### src/rtl/opaddr_pkg.sv
package opaddr_pkg;
    typedef enum logic [2:0] {
        AM_IMM = 3'd0,
        AM_DIR = 3'd1,
        AM_EXT = 3'd2,
        AM_IDX = 3'd3,
        AM_INH = 3'd4,
        AM_REL = 3'd5
    } amode_e;

    localparam int unsigned ADDR_W = 16;
    localparam int unsigned BYTE_W = 8;
    localparam int unsigned LEN_W  = 3;
endpackage

### src/rtl/opaddr_len.sv
module opaddr_len
    import opaddr_pkg::*;
#(
    parameter int unsigned LW = LEN_W
) (
    input  logic [2:0]    mode_i,
    input  logic          pre_i,
    output logic [LW-1:0] len_o
);
    logic [LW-1:0] base_len;

    always_comb begin
        case (amode_e'(mode_i))
            AM_IMM, AM_DIR, AM_IDX, AM_REL: base_len = LW'(2);
            AM_EXT:                         base_len = LW'(3);
            default:                        base_len = LW'(1);
        endcase
        len_o = base_len + LW'(pre_i);
    end
endmodule

### src/rtl/opaddr_calc.sv
module opaddr_calc
    import opaddr_pkg::*;
#(
    parameter int unsigned AW = ADDR_W,
    parameter int unsigned DW = BYTE_W,
    parameter int unsigned LW = LEN_W
) (
    input  logic [2:0]    mode_i,
    input  logic          pre_i,
    input  logic          cond_i,
    input  logic [DW-1:0] b1_i,
    input  logic [DW-1:0] b2_i,
    input  logic [AW-1:0] ix_i,
    input  logic [AW-1:0] iy_i,
    input  logic [AW-1:0] pc_i,
    input  logic [LW-1:0] len_i,
    output logic          has_ea_o,
    output logic [AW-1:0] ea_o,
    output logic [AW-1:0] tgt_o
);
    localparam int unsigned EXT_W = AW - DW;

    logic [AW-1:0] seq_addr;
    logic [AW-1:0] off_sx;
    logic [AW-1:0] off_zx;
    logic [AW-1:0] idx_base;
    logic [AW-1:0] br_addr;

    always_comb begin
        seq_addr = pc_i + AW'(len_i);
        off_sx   = {{EXT_W{b1_i[DW-1]}}, b1_i};
        off_zx   = {{EXT_W{1'b0}}, b1_i};
        idx_base = pre_i ? iy_i : ix_i;
        br_addr  = cond_i ? (seq_addr + off_sx) : seq_addr;

        has_ea_o = 1'b1;
        ea_o     = '0;
        tgt_o    = seq_addr;
        case (amode_e'(mode_i))
            AM_IMM: ea_o = pc_i + AW'(pre_i) + AW'(1);
            AM_DIR: ea_o = off_zx;
            AM_EXT: ea_o = AW'({b1_i, b2_i});
            AM_IDX: ea_o = idx_base + off_zx;
            AM_REL: begin
                ea_o  = br_addr;
                tgt_o = br_addr;
            end
            default: has_ea_o = 1'b0;
        endcase
    end
endmodule

### src/rtl/opaddr_gen.sv
module opaddr_gen
    import opaddr_pkg::*;
#(
    parameter int unsigned AW = ADDR_W,
    parameter int unsigned DW = BYTE_W,
    parameter int unsigned LW = LEN_W
) (
    input  logic          clk_i,
    input  logic          rst_i,
    input  logic          req_i,
    input  logic [2:0]    mode_i,
    input  logic          pre_i,
    input  logic          cond_i,
    input  logic [DW-1:0] b1_i,
    input  logic [DW-1:0] b2_i,
    input  logic [AW-1:0] ix_i,
    input  logic [AW-1:0] iy_i,
    input  logic [AW-1:0] pc_i,
    output logic          vld_o,
    output logic [AW-1:0] ea_o,
    output logic [AW-1:0] tgt_o,
    output logic [LW-1:0] len_o
);
    typedef struct packed {
        logic          vld;
        logic [AW-1:0] ea;
        logic [AW-1:0] tgt;
        logic [LW-1:0] len;
    } out_t;

    out_t          st_d, st_q;
    logic [LW-1:0] len_w;
    logic          has_ea_w;
    logic [AW-1:0] ea_w;
    logic [AW-1:0] tgt_w;

    opaddr_len #(.LW(LW)) len_i (
        .mode_i (mode_i),
        .pre_i  (pre_i),
        .len_o  (len_w)
    );

    opaddr_calc #(.AW(AW), .DW(DW), .LW(LW)) calc_i (
        .mode_i   (mode_i),
        .pre_i    (pre_i),
        .cond_i   (cond_i),
        .b1_i     (b1_i),
        .b2_i     (b2_i),
        .ix_i     (ix_i),
        .iy_i     (iy_i),
        .pc_i     (pc_i),
        .len_i    (len_w),
        .has_ea_o (has_ea_w),
        .ea_o     (ea_w),
        .tgt_o    (tgt_w)
    );

    always_comb begin
        st_d     = st_q;
        st_d.vld = 1'b0;
        if (req_i) begin
            st_d.vld = has_ea_w;
            st_d.ea  = has_ea_w ? ea_w : '0;
            st_d.tgt = tgt_w;
            st_d.len = len_w;
        end
    end

    always_ff @(posedge clk_i) begin
        if (rst_i) st_q <= '0;
        else       st_q <= st_d;
    end

    assign vld_o = st_q.vld;
    assign ea_o  = st_q.ea;
    assign tgt_o = st_q.tgt;
    assign len_o = st_q.len;
endmodule

### config.mk
export PLATFORM = sky130hd
export DESIGN_NAME = opaddr_gen
export DESIGN_NICKNAME = d
export VERILOG_FILES = /design/src/rtl/opaddr_pkg.sv /design/src/rtl/opaddr_len.sv /design/src/rtl/opaddr_calc.sv /design/src/rtl/opaddr_gen.sv
export SDC_FILE = /design/constraint.sdc
export NUM_CORES = 1
export LEC_CHECK = 0
export BUFFER_PORTS_ARGS = -buffer_cell sky130_fd_sc_hd__clkbuf_2
export CORE_MARGIN = 2
export CORE_UTILIZATION = 30
export DETAILED_ROUTE_END_ITERATION = 8
export MAX_ROUTING_LAYER = met4
export SLEW_MARGIN = 10
export SYNTH_ARGS = -nofsm -noshare
export SYNTH_HDL_FRONTEND = slang
export SYNTH_SLANG_ARGS = --single-unit
### constraint.sdc
create_clock -name clk_i -period 5.13 [get_ports clk_i]
set_input_delay 0.513 -clock clk_i [delete_from_list [all_inputs] [get_ports clk_i]]
set_output_delay 0.513 -clock clk_i [all_outputs]
set_load 0.01 [all_outputs]
# --- Word-level counts from Yosys, hierarchy flattened ---
# Cells that the tools add are included.
word_totals:
  ff_bits: 36
  out_inout_bits: 36
  word_cells: 26
op_classes:
  add_sub_neg: 6
  n_eq_ne: 4
  n_mux: 7
  n_bitwise: 1
  reduce_logical: 4
op_table:
  columns: ["cell", "n"]
  rows:
  - ["$pmux 16 s5", 1]
  - ["$mux 16", 4]
  - ["$add 16x1->16", 1]
  - ["$add 16x1->16 const B", 1]
  - ["$add 16x16->16", 1]
  - ["$add 16x3->16", 1]
  - ["$add 16x8->16", 1]
  - ["$eq 3x2->1 const B", 2]
  - ["$reduce_or 5->1", 1]
  - ["$pmux 2 s2", 1]
  - ["$reduce_or 4->1", 1]
  - ["$add 2x1->3", 1]
  - ["$eq 3x1->1 const B", 1]
  - ["$eq 3x3->1 const B", 1]
  - ["$logic_not 3->1", 1]
  - ["$reduce_or 2->1", 1]
  - ["$mux 1", 1]
  - ["$not 1->1", 1]

# --- Depth between registers and ports, before layout ---
# Gate-level depths: netlist (run 1).
logic_depth:
  depth_word: 9
  mapped_depth: 21
  ltp_nobuf: 19

# --- Hierarchy ---
# Synthesis (run 1) repeated with hierarchy kept, for this count alone.
unflattened:
  hier_cells: 540
  area_unflattened_um2: 4316.6
by_module_without_submodules:
  columns: ["module", "n_inst", "cells_each", "area_each_um2", "seq_area_each_um2"]
  rows:
  - ["opaddr_calc", 1, 398, 2906.5, 0.0]
  - ["opaddr_gen", 1, 136, 1352.5, 720.7]
  - ["opaddr_len", 1, 6, 57.6, 0.0]

# --- Worst setup path after synthesis (run 1) ---
# No wires, ideal clock.
synth_timing:
  kind: "input to register"
  startpoint: "in mode_i[0]"
  endpoint: "reg st_q, in the netlist tgt_o[11]"
  setup_ns: 0.088
  t_arrival_ns: 4.528
  path_slack_ns: 0.514
  cell_stages: 18
  path_cell_list: "clkbuf_1 clkbuf_1 o21ai_0 ha_1 xor2_1 ha_1 a21o_1 a21oi_1 nor2_1 xor2_1 ha_1 or3_1 a21oi_2 o21bai_2 o21ai_2 o211a_1 or4_4 a311oi_2"
synth_via:
  elab_chain_len: 8
  elab_cells_between_ends: 12
  cone_classes: "add/sub: 3; eq/ne: 4; mux: 3; reduce/logical: 2"
synth_rtl:
  columns: ["item", "line", "text"]
  rows:
  - ["from (decl)", "opaddr_gen.sv:11", "input logic [2:0] mode_i,"]
  - ["$eq 3x1->1 (tied with other cells)", "opaddr_len.sv:13", "case (amode_e'(mode_i))"]
  - ["$reduce_or 4->1", "opaddr_len.sv:13", null]
  - ["$pmux 2 s2 (*)", "opaddr_len.sv:13", null]
  - ["$add 2x1->3 (*)", "opaddr_len.sv:18", "len_o = base_len + LW'(pre_i);"]
  - ["net calc_i.len_i[1]", "opaddr_calc.sv:16", "input logic [LW-1:0] len_i,"]
  - ["$add 16x3->16 (*)", "opaddr_calc.sv:30", "seq_addr = pc_i + AW'(len_i);"]
  - ["$add 16x16->16", "opaddr_calc.sv:34", "br_addr = cond_i ? (seq_addr + off_sx) : seq_addr;"]
  - ["$mux 16", "opaddr_calc.sv:34", null]
  - ["$mux 16 (*)", "opaddr_calc.sv:39", "case (amode_e'(mode_i))"]
  - ["to (signal assigned)", "opaddr_gen.sv:71", "else st_q <= st_d;"]
  - ["to (decl)", "opaddr_gen.sv:31", "out_t st_d, st_q;"]
# Mark *: on every way through the listed nets, which the timed path passes. The rest lies on a longest branch.
# A chain may end at the register's enable or synchronous reset.

# --- Worst setup path in the final report (run 1) ---
layout_timing:
  startpoint: "in mode_i[2]"
  endpoint: "reg st_q, in the netlist tgt_o[14]"
# Same word-level chain as after synthesis.

==> flow_summary.json, run 1 <==
{
  "synth.distinct_cells": 63,
  "cp-end-kind": "flip-flop",
  "vdd_drop_max_mv": 0.132,
  "vias": 4277,
  "die_area_um2": 14100,
  "clkPwrFrac": 0.284,
  "min_period_ns": 4.57,
  "worst_path_max_delay_cell": "a2111oi_1",
  "final_cells": 791,
  "maxSlewViolCount": 0,
  "worstSkewPairLatency_ns": 0.29,
  "avgViaCountPerCell": 5.41,
  "seq_area_frac_synth": 0.183,
  "cts-resized-gates": 0,
  "path_clk_slew_ns": 0.06,
  "critPathLaunchType": "primary input",
  "pin_count": 108,
  "ys.flop_type": "dfxtp_1",
  "syn_nets": 624,
  "worstHoldPathType": "reg2reg",
  "crit_required_ns": 5.32,
  "syn_avg_cell_area_um2": 7.60,
  "die_w_um": 119,
  "final_antenna_net_count": 0,
  "fin_tns_setup_ns": 0,
  "grt-ovfl-total": 0,
  "finalNetCount": 723,
  "routedWlPerCell_um": 18.8,
  "crit_start": "mode_i[2]",
  "synth-seq-cells": 36,
  "switching_power_w": 0.000408,
  "core-area_um2": 12700,
  "postRouteWirelength_um": 14900,
  "sequentialPowerShare": 0.288,
  "synth_area_um2": 3940,
  "synthArstFlopShare": 0,
  "cpPeakStageDelay_ns": 0.48,
  "setup_violations": 0,
  "tightest_slew_ns": 0.988,
  "crit_buf_inv": 1,
  "final_common_cell": "clkbuf_2",
  "reg2reg_slack_ns": 4.11,
  "ctsHoldBuffers": 0,
  "cp.arrival_ns": 4.76,
  "rsz0062_at_grt": "false",
  "die_y_um": 119,
  "cts_tree": "yes",
  "crit_family": "compound AO/OA/AOI/OAI gates",
  "synth_warnings": 0,
  "slew-limit-headroom": 0.341,
  "drive_above_1_share": 0.231,
  "final_cell_mix": "107 x clkbuf_2, 53 x nor2_1, 48 x nand2_1, 39 x a21oi_1, 36 x dfxtp_1",
  "rows": 41,
  "cp.depth": 18,
  "status": "completed",
  "clockBufferDepth": 2,
  "grt_pass1_vias": 4203,
  "clock.fmax_ghz": 0.219,
  "dp_worst_setup_slack_ns": 0.270,
  "drc_errors": 0,
  "cts_buffers": 5,
  "worst_slack_ns": 0.559,
  "drt_iter0_drc": 311,
  "placed_cells": 783,
  "htree_levels": 2,
  "fin_crit_sh": 0.891,
  "p_int_w": 0.000669,
  "area_growth_pct": 22.0,
  "initial_core_util": 0.310,
  "grt_use_total": 0.215,
  "fill_cells": 1392,
  "antenna_found_initial": 0,
  "antenna_cells": 0,
  "cts_root_buf": "clkbuf_16",
  "cts.sink_count": 36,
  "reg2reg_to": "ea_o[13]",
  "io_buffers": 107,
  "syn_inst": 519,
  "p_leak_nw": 2.16,
  "drv_cap": 0,
  "r2r_cells": 3,
  "grt_start_max_net_pins": 34,
  "grt_first_pass_wirelength_um": 23000,
  "power.share.switching": 0.379,
  "postCtsSetupBuffers": 0,
  "dp_hpwl_um": 12300,
  "gp_congestion": 0.961,
  "crit_type": "in2reg",
  "reg2reg_from": "ea_o[13]",
  "cp-endpoint": "tgt_o[14]",
  "final_hold_viol_count": 0,
  "path_max_fanout": 15,
  "firstDrtPassIters": 7,
  "pwr_density_cell_nw_per_um2": 224,
  "synth_edf_count": 0,
  "skew_ns": 0,
  "crit_chain": "clkbuf_2 > nor2_1 > o21ai_0 > ha_1 > xor2_1 > ha_1 > a21o_1 > a21oi_1 > nor2_1 > xnor2_1 > ha_1 > a2111oi_1 > a211oi_1 > o21ai_0 > o21ai_0 > xor2_1 > nand3_1 > a311oi_1",
  "power_frac_comb": 0.428
}
-- per-layer routing --
metal	up-vias	part of all wire	track usage
li1	2087	-	-
met1	1986	0.43	0.271
met2	176	0.48	0.358
met3	28	0.062	0.0261
met4	0	0.032	0.0677
met5	-	0	-
-- how the worst min path moves through the flow --
stage | startpoint | end | cells past startpoint
global placement | ea_o[2] | ea_o[2] | 1
detailed placement | ea_o[8] | ea_o[8] | 2
CTS | ea_o[8] | ea_o[8] | 2
floorplan | ea_o[10] | ea_o[10] | 2
finish | ea_o[8] | ea_o[8] | 2
global route | tgt_o[4] | tgt_o[4] | 2
-- sequential cells by signal, summed over array words and instances (netlist names) --
name and flops:
ea_o 16, tgt_o 16, len_o 3, vld_o 1
-- synth_stat cells, drive strengths merged, types with 10 or more instances --
library cell | number | area [µm²]
xor2 | 24 | 210
mux2i | 14 | 140
a21o | 10 | 76.3
o21ai | 30 | 154
clkbuf | 18 | 67.6
a21oi | 40 | 204
nand2 | 48 | 180
inv | 27 | 101
xnor2 | 29 | 254
nor2 | 54 | 203
ha | 30 | 375
dfxtp | 36 | 721
nand3 | 20 | 100
-- power groups by stage --
| stage | registers, W | clock network, W | logic (W) |
|---|---|---|---|
| 4_1_cts | 0.000310 | 0.000309 | 0.000458 |
| 3_5_place_dp | 0.000316 | 0 | 0.000456 |
| 3_3_place_gp | 0.000316 | 0 | 0.000451 |
| 2_1_floorplan | 0.000321 | 0 | 0.000296 |
| 6_report | 0.000310 | 0.000306 | 0.000461 |
| 5_1_grt | 0.000312 | 0.000318 | 0.000509 |
-- layout make-up --
cell class / count / area, µm² / share of cell area
multi-input combinational: 433 / 3040 / 0.631
sequential: 36 / 721 / 0.150
timing repair buffer: 115 / 596 / 0.124
tap: 172 / 215 / 0.0447
clock buffer: 5 / 125 / 0.0260
inverter: 27 / 101 / 0.0211
clock inverter: 3 / 18.8 / 0.00390
-- cell families (layout without fill, tap and decap cells) --
| kind of cell | after synthesis | in the layout | share of synthesized area |
|---|---|---|---|
| XOR/XNOR | 53 | 53 | 0.118 |
| AO/OA/AOI/OAI | 151 | 151 | 0.262 |
| multiplexers | 26 | 26 | 0.0784 |
| adder cells (fa/ha/maj) | 33 | 33 | 0.110 |
| flip-flops | 36 | 36 | 0.183 |
| AND/OR/NAND/NOR | 170 | 170 | 0.201 |
| buffers and inverters | 50 | 150 | 0.0482 |
-- worst register-to-register path: cells and delay by family (launching register included) --
kind	cells	cell delay [ns]
flip-flops	1	0.33
AO/OA/AOI/OAI	3	0.56
-- per-stage QoR --
step / hold slack [ns] / util / total power [W] / area [µm²]
after floorplan: 0.486 / - / 0.000616 / 3940
after global placement: 0.455 / 0.367 / 0.000767 / 4670
after detailed placement: 0.455 / 0.367 / 0.000772 / 4670
after CTS: 0.469 / 0.378 / 0.00108 / 4810
after global routing: 0.491 / 0.378 / 0.00114 / 4810
final: 0.462 / 0.378 / 0.00108 / 4810
No activity file was read; power rests on OpenSTA's default activity.
==> run 2: changes to the inputs <==
Clock period 5.13 ns to 5.8 ns, I/O delays scaled along.
==> run 2 against run 1 <==
Net effect:
- die area unchanged
- clock skew unchanged
- clock power down 12%
- register-to-register slack better by 0.68 ns
- global-route usage about the same
- critical path type unchanged
- first-iteration DRC count down 16%
- total power down 12%
==> flow_summary.json, run 2 (synthesis results as in run 1) <==
{
  "antenna_found_initial": 0,
  "grt_use_total": 0.214,
  "power_w": 0.000948,
  "clockBufferDepth": 2,
  "p_leak_nw": 2.13,
  "utilization": 0.375,
  "cts.sink_count": 36,
  "r2r_cells": 3,
  "worstHoldPathType": "reg2reg",
  "min_period_ns": 4.84,
  "path_clk_slew_ns": 0.05,
  "fill_cells": 1392,
  "die_area_um2": 14100,
  "postRouteWirelength_um": 14800,
  "cp-end-kind": "flip-flop",
  "multi_input_area_um2": 3040,
  "area_growth_pct": 20.9,
  "crit_buf_inv": 1,
  "die_w_um": 119,
  "worstSkewPairLatency_ns": 0.29,
  "grt_pass1_vias": 4147,
  "vdd_drop_max_mv": 0.0933,
  "path_max_fanout": 21,
  "hold_path_depth": 2,
  "status": "completed",
  "crit_chain": "clkbuf_2 > nor2_1 > o21ai_0 > ha_1 > xor2_1 > ha_1 > a21o_1 > a21oi_1 > nor2_1 > xnor2_1 > ha_1 > a2111oi_0 > a211oi_1 > o21ai_0 > a21oi_1 > xor2_1 > nand3_1 > a311oi_1",
  "gp_congestion": 0.962,
  "whs_ns": 0.475,
  "rows": 41,
  "firstDrtPassIters": 6,
  "rsz0062_at_grt": "false",
  "crit_path_frequent_cell": "ha_1",
  "final_hold_viol_count": 0,
  "cts_root_buf": "clkbuf_16",
  "register_area_um2": 721,
  "worst_path_max_delay_cell": "a2111oi_0",
  "cts-resized-gates": 0,
  "final_cell_mix": "107 x clkbuf_2, 53 x nor2_1, 48 x nand2_1, 39 x a21oi_1, 36 x dfxtp_1",
  "routedWlPerCell_um": 18.9,
  "setup_violations": 0,
  "tightest_slew_ns": 0.998,
  "ctsHoldBuffers": 0,
  "fin_crit_sh": 0.835,
  "skew_ns": 0,
  "drv_cap": 0,
  "grt_start_max_net_pins": 34,
  "cts_tree": "yes",
  "postCtsSetupBuffers": 0,
  "pwr_density_cell_nw_per_um2": 199,
  "final_antenna_net_count": 0,
  "avgViaCountPerCell": 5.51,
  "core-area_um2": 12700,
  "vias": 4328,
  "crit_type": "in2reg",
  "finalNetCount": 717,
  "htree_levels": 2,
  "initial_core_util": 0.310,
  "crit_required_ns": 5.98,
  "slew-limit-headroom": 0.330,
  "dp_hpwl_um": 12100,
  "cts_buffers": 5,
  "drive_above_1_share": 0.223,
  "fin_tns_setup_ns": 0,
  "drt_iter0_drc": 262,
  "grt-ovfl-total": 0,
  "cpPeakStageDelay_ns": 0.56,
  "antenna_cells": 0,
  "pin_count": 108,
  "critPathLaunchType": "primary input",
  "maxSlewViolCount": 0,
  "final_common_cell": "clkbuf_2",
  "clock.fmax_ghz": 0.207,
  "cp.depth": 18,
  "crit_family": "compound AO/OA/AOI/OAI gates",
  "grt_first_pass_wirelength_um": 23000,
  "io_buffers": 107,
  "drc_errors": 0,
  "die_y_um": 119,
  "cp.arrival_ns": 5.02
}
## run 2: cell type report
class / instances / area share
multi-input cells: 433 / 0.637
flip-flops and latches: 36 / 0.151
clock buffers: 5 / 0.0262
clock inverters: 3 / 0.00394
well taps: 172 / 0.0451
repair buffers: 109 / 0.115
inverters: 27 / 0.0213
## run 2: where the power goes
group          switching (W)  internal (W)
clock               0.000111      0.000158
sequential         0.0000111      0.000263
combinational       0.000238      0.000166
## run 2: path summary, 6_finish.rpt
path | startpoint | slack, ns | end
hold reg to reg | ea_o[10] | 0.47 | ea_o[10]
hold / removal | ea_o[10] | 0.47 | ea_o[10]
setup reg to reg | ea_o[13] | 4.79 | ea_o[13]
setup / recovery | mode_i[1] | 0.96 | tgt_o[12]
## run 2: layer usage
layer  up-vias  track usage  part of all wire
met1      1996        0.273              0.43
met5         -            -                 0
li1       2079            -                 -
met3        34       0.0347             0.070
met2       219        0.349              0.47
met4         0       0.0640             0.032
## run 2: worst register-to-register path, stage by stage (launching register included)
cell,delay [ns]
dfxtp_1,0.33
a222oi_1,0.27
o21ai_0,0.14
a2bb2oi_1,0.14
## run 2: per-stage QoR
step | cell area [µm²] | instances | worst slack, ns
6_report | 4770 | 785 | 0.959
2_1_floorplan | 3940 | 519 | 1.12
3_5_place_dp | 4620 | 777 | 0.694
3_3_place_gp | 4620 | 777 | 0.781
4_1_cts | 4770 | 785 | 1.01
5_1_grt | 4770 | 785 | 0.509
==> run 3: changes to the inputs <==
Clock period 5.8 ns to 4.9 ns, I/O delays scaled along.
==> run 3 against run 2 <==
Net effect:
- combinational power increased by 20%
- via count about the same
- largest cell class unchanged
- sequential power up 18%
- cell area increased by 2.1%
- global-route usage up 0.15 points
- routed wire length fell by 0.19%
==> flow_summary.json, run 3 (synthesis results as in run 1) <==
{
  "status": "completed",
  "core-area_um2": 12700,
  "initial_core_util": 0.310,
  "sequentialPowerShare": 0.276,
  "postCtsSetupBuffers": 0,
  "worstSkewPairLatency_ns": 0.28,
  "fin_tns_setup_ns": 0,
  "io_buffers": 107,
  "clkPwrFrac": 0.312,
  "p_leak_nw": 2.18,
  "cts_buffers": 5,
  "switching_power_w": 0.000422,
  "rows": 41,
  "tightest_slew_ns": 1.05,
  "pin_count": 108,
  "routedWlPerCell_um": 18.6,
  "setup_violations": 0,
  "final_cell_mix": "107 x clkbuf_2, 53 x nor2_1, 48 x nand2_1, 39 x a21oi_1, 36 x dfxtp_1",
  "slew-limit-headroom": 0.297,
  "drive_above_1_share": 0.238,
  "hold_path_depth": 1,
  "worstHoldPathType": "reg2reg",
  "area_growth_pct": 23.4,
  "drc_errors": 0,
  "clockBufferDepth": 2,
  "grt_pass1_vias": 4196,
  "critPathLaunchType": "primary input",
  "maxSlewViolCount": 0,
  "crit_required_ns": 5.08,
  "stdcell_area_um2": 4870,
  "power.share.switching": 0.359,
  "r2r_cells": 3,
  "final_common_cell": "clkbuf_2",
  "cts_root_buf": "clkbuf_16",
  "vias": 4324,
  "path_clk_slew_ns": 0.06,
  "cp-end-kind": "flip-flop",
  "fin_crit_sh": 0.909,
  "power_frac_comb": 0.412,
  "grt_start_max_net_pins": 34,
  "drv_cap": 0,
  "final_cells": 794,
  "drt_iter0_drc": 277,
  "vdd_drop_max_mv": 0.131,
  "die_area_um2": 14100,
  "path_max_fanout": 9,
  "p_int_w": 0.000753,
  "cts.sink_count": 36,
  "grt_first_pass_wirelength_um": 23100,
  "min_period_ns": 4.45,
  "antenna_found_initial": 0,
  "rsz0062_at_grt": "false",
  "die_w_um": 119,
  "placed_cells": 786,
  "gp_congestion": 0.987,
  "cts_tree": "yes",
  "final_antenna_net_count": 0,
  "reg2reg_slack_ns": 3.90,
  "avgViaCountPerCell": 5.45,
  "pwr_density_cell_nw_per_um2": 242,
  "die_y_um": 119,
  "firstDrtPassIters": 5,
  "final_hold_viol_count": 0,
  "dp_hpwl_um": 12100,
  "crit_type": "in2reg",
  "grt-ovfl-total": 0,
  "htree_levels": 2,
  "clock.fmax_ghz": 0.224,
  "dp_worst_setup_slack_ns": 0.0656,
  "worst_slack_ns": 0.445,
  "skew_ns": 0,
  "finalNetCount": 726,
  "cp.arrival_ns": 4.63,
  "antenna_cells": 0,
  "grt_use_total": 0.216,
  "dpl-instance-area_um2": 4690,
  "postRouteWirelength_um": 14800
}
[run 3: changes by cell type in the layout (fill, tap and decap cells not counted), sizes merged]
cell	before	now
buf	2	11
clkinv	3	1
bufinv	0	1
clkinvlp	0	1
[run 3: stage by stage]
step	total power, W	hold slack (ns)	utilization
floorplan	0.000645	0.486	-
global placement	0.000805	0.450	0.369
detailed placement	0.000807	0.460	0.369
CTS	0.00117	0.473	0.382
global route	0.00125	0.495	0.383
finish	0.00118	0.465	0.383
[run 3: critical path: stages]
cell and delay, ns:
clkbuf_2 0.18, nor2_1 0.08, o21ai_0 0.18, ha_1 0.19
xor2_1 0.24, ha_1 0.28, a21o_1 0.18, a21oi_1 0.32
xor2_1 0.33, inv_1 0.08, ha_1 0.23, o31ai_1 0.56
a211oi_1 0.19, o21ai_0 0.33, o21ai_0 0.16, xor2_1 0.14
nand3_1 0.14, a311oi_1 0.32
[run 3: final timing paths]
kind | start | endpoint
hold / removal | ea_o[2] | ea_o[2]
hold reg to reg | ea_o[2] | ea_o[2]
setup / recovery | mode_i[1] | tgt_o[14]
setup reg to reg | ea_o[13] | ea_o[13]
[run 3: what timing repair did]
item                                   CTS  global route
gates resized for setup                  0             3
hold buffers                             0             0
setup endpoints to repair                0             8
endpoints found under the hold margin    0             0
[run 3: cell type report]
class | count | area, µm²
inverters | 27 | 101
clock buffers | 5 | 125
flip-flops and latches | 36 | 721
well taps | 172 | 215
multi-input cells | 433 | 3050
repair buffers | 118 | 618
fillers | 1399 | 7850
clock inverters | 3 | 42.5
[run 3: layer usage]
| metal | up-vias | part of all wire | track usage |
|---|---|---|---|
| li1 | 2098 | - | - |
| met1 | 2019 | 0.44 | 0.274 |
| met2 | 173 | 0.46 | 0.343 |
| met3 | 34 | 0.059 | 0.0314 |
| met4 | 0 | 0.043 | 0.0900 |
| met5 | - | 0 | - |
[run 3: power groups by stage]
| stage | Combinational (W) | Sequential, W | Clock [W] |
|---|---|---|---|
| final | 0.000484 | 0.000324 | 0.000367 |
| after detailed placement | 0.000476 | 0.000331 | 0 |
| after global routing | 0.000535 | 0.000326 | 0.000389 |
| after floorplan | 0.000310 | 0.000336 | 0 |
| after CTS | 0.000479 | 0.000324 | 0.000371 |
| after global placement | 0.000474 | 0.000330 | 0 |
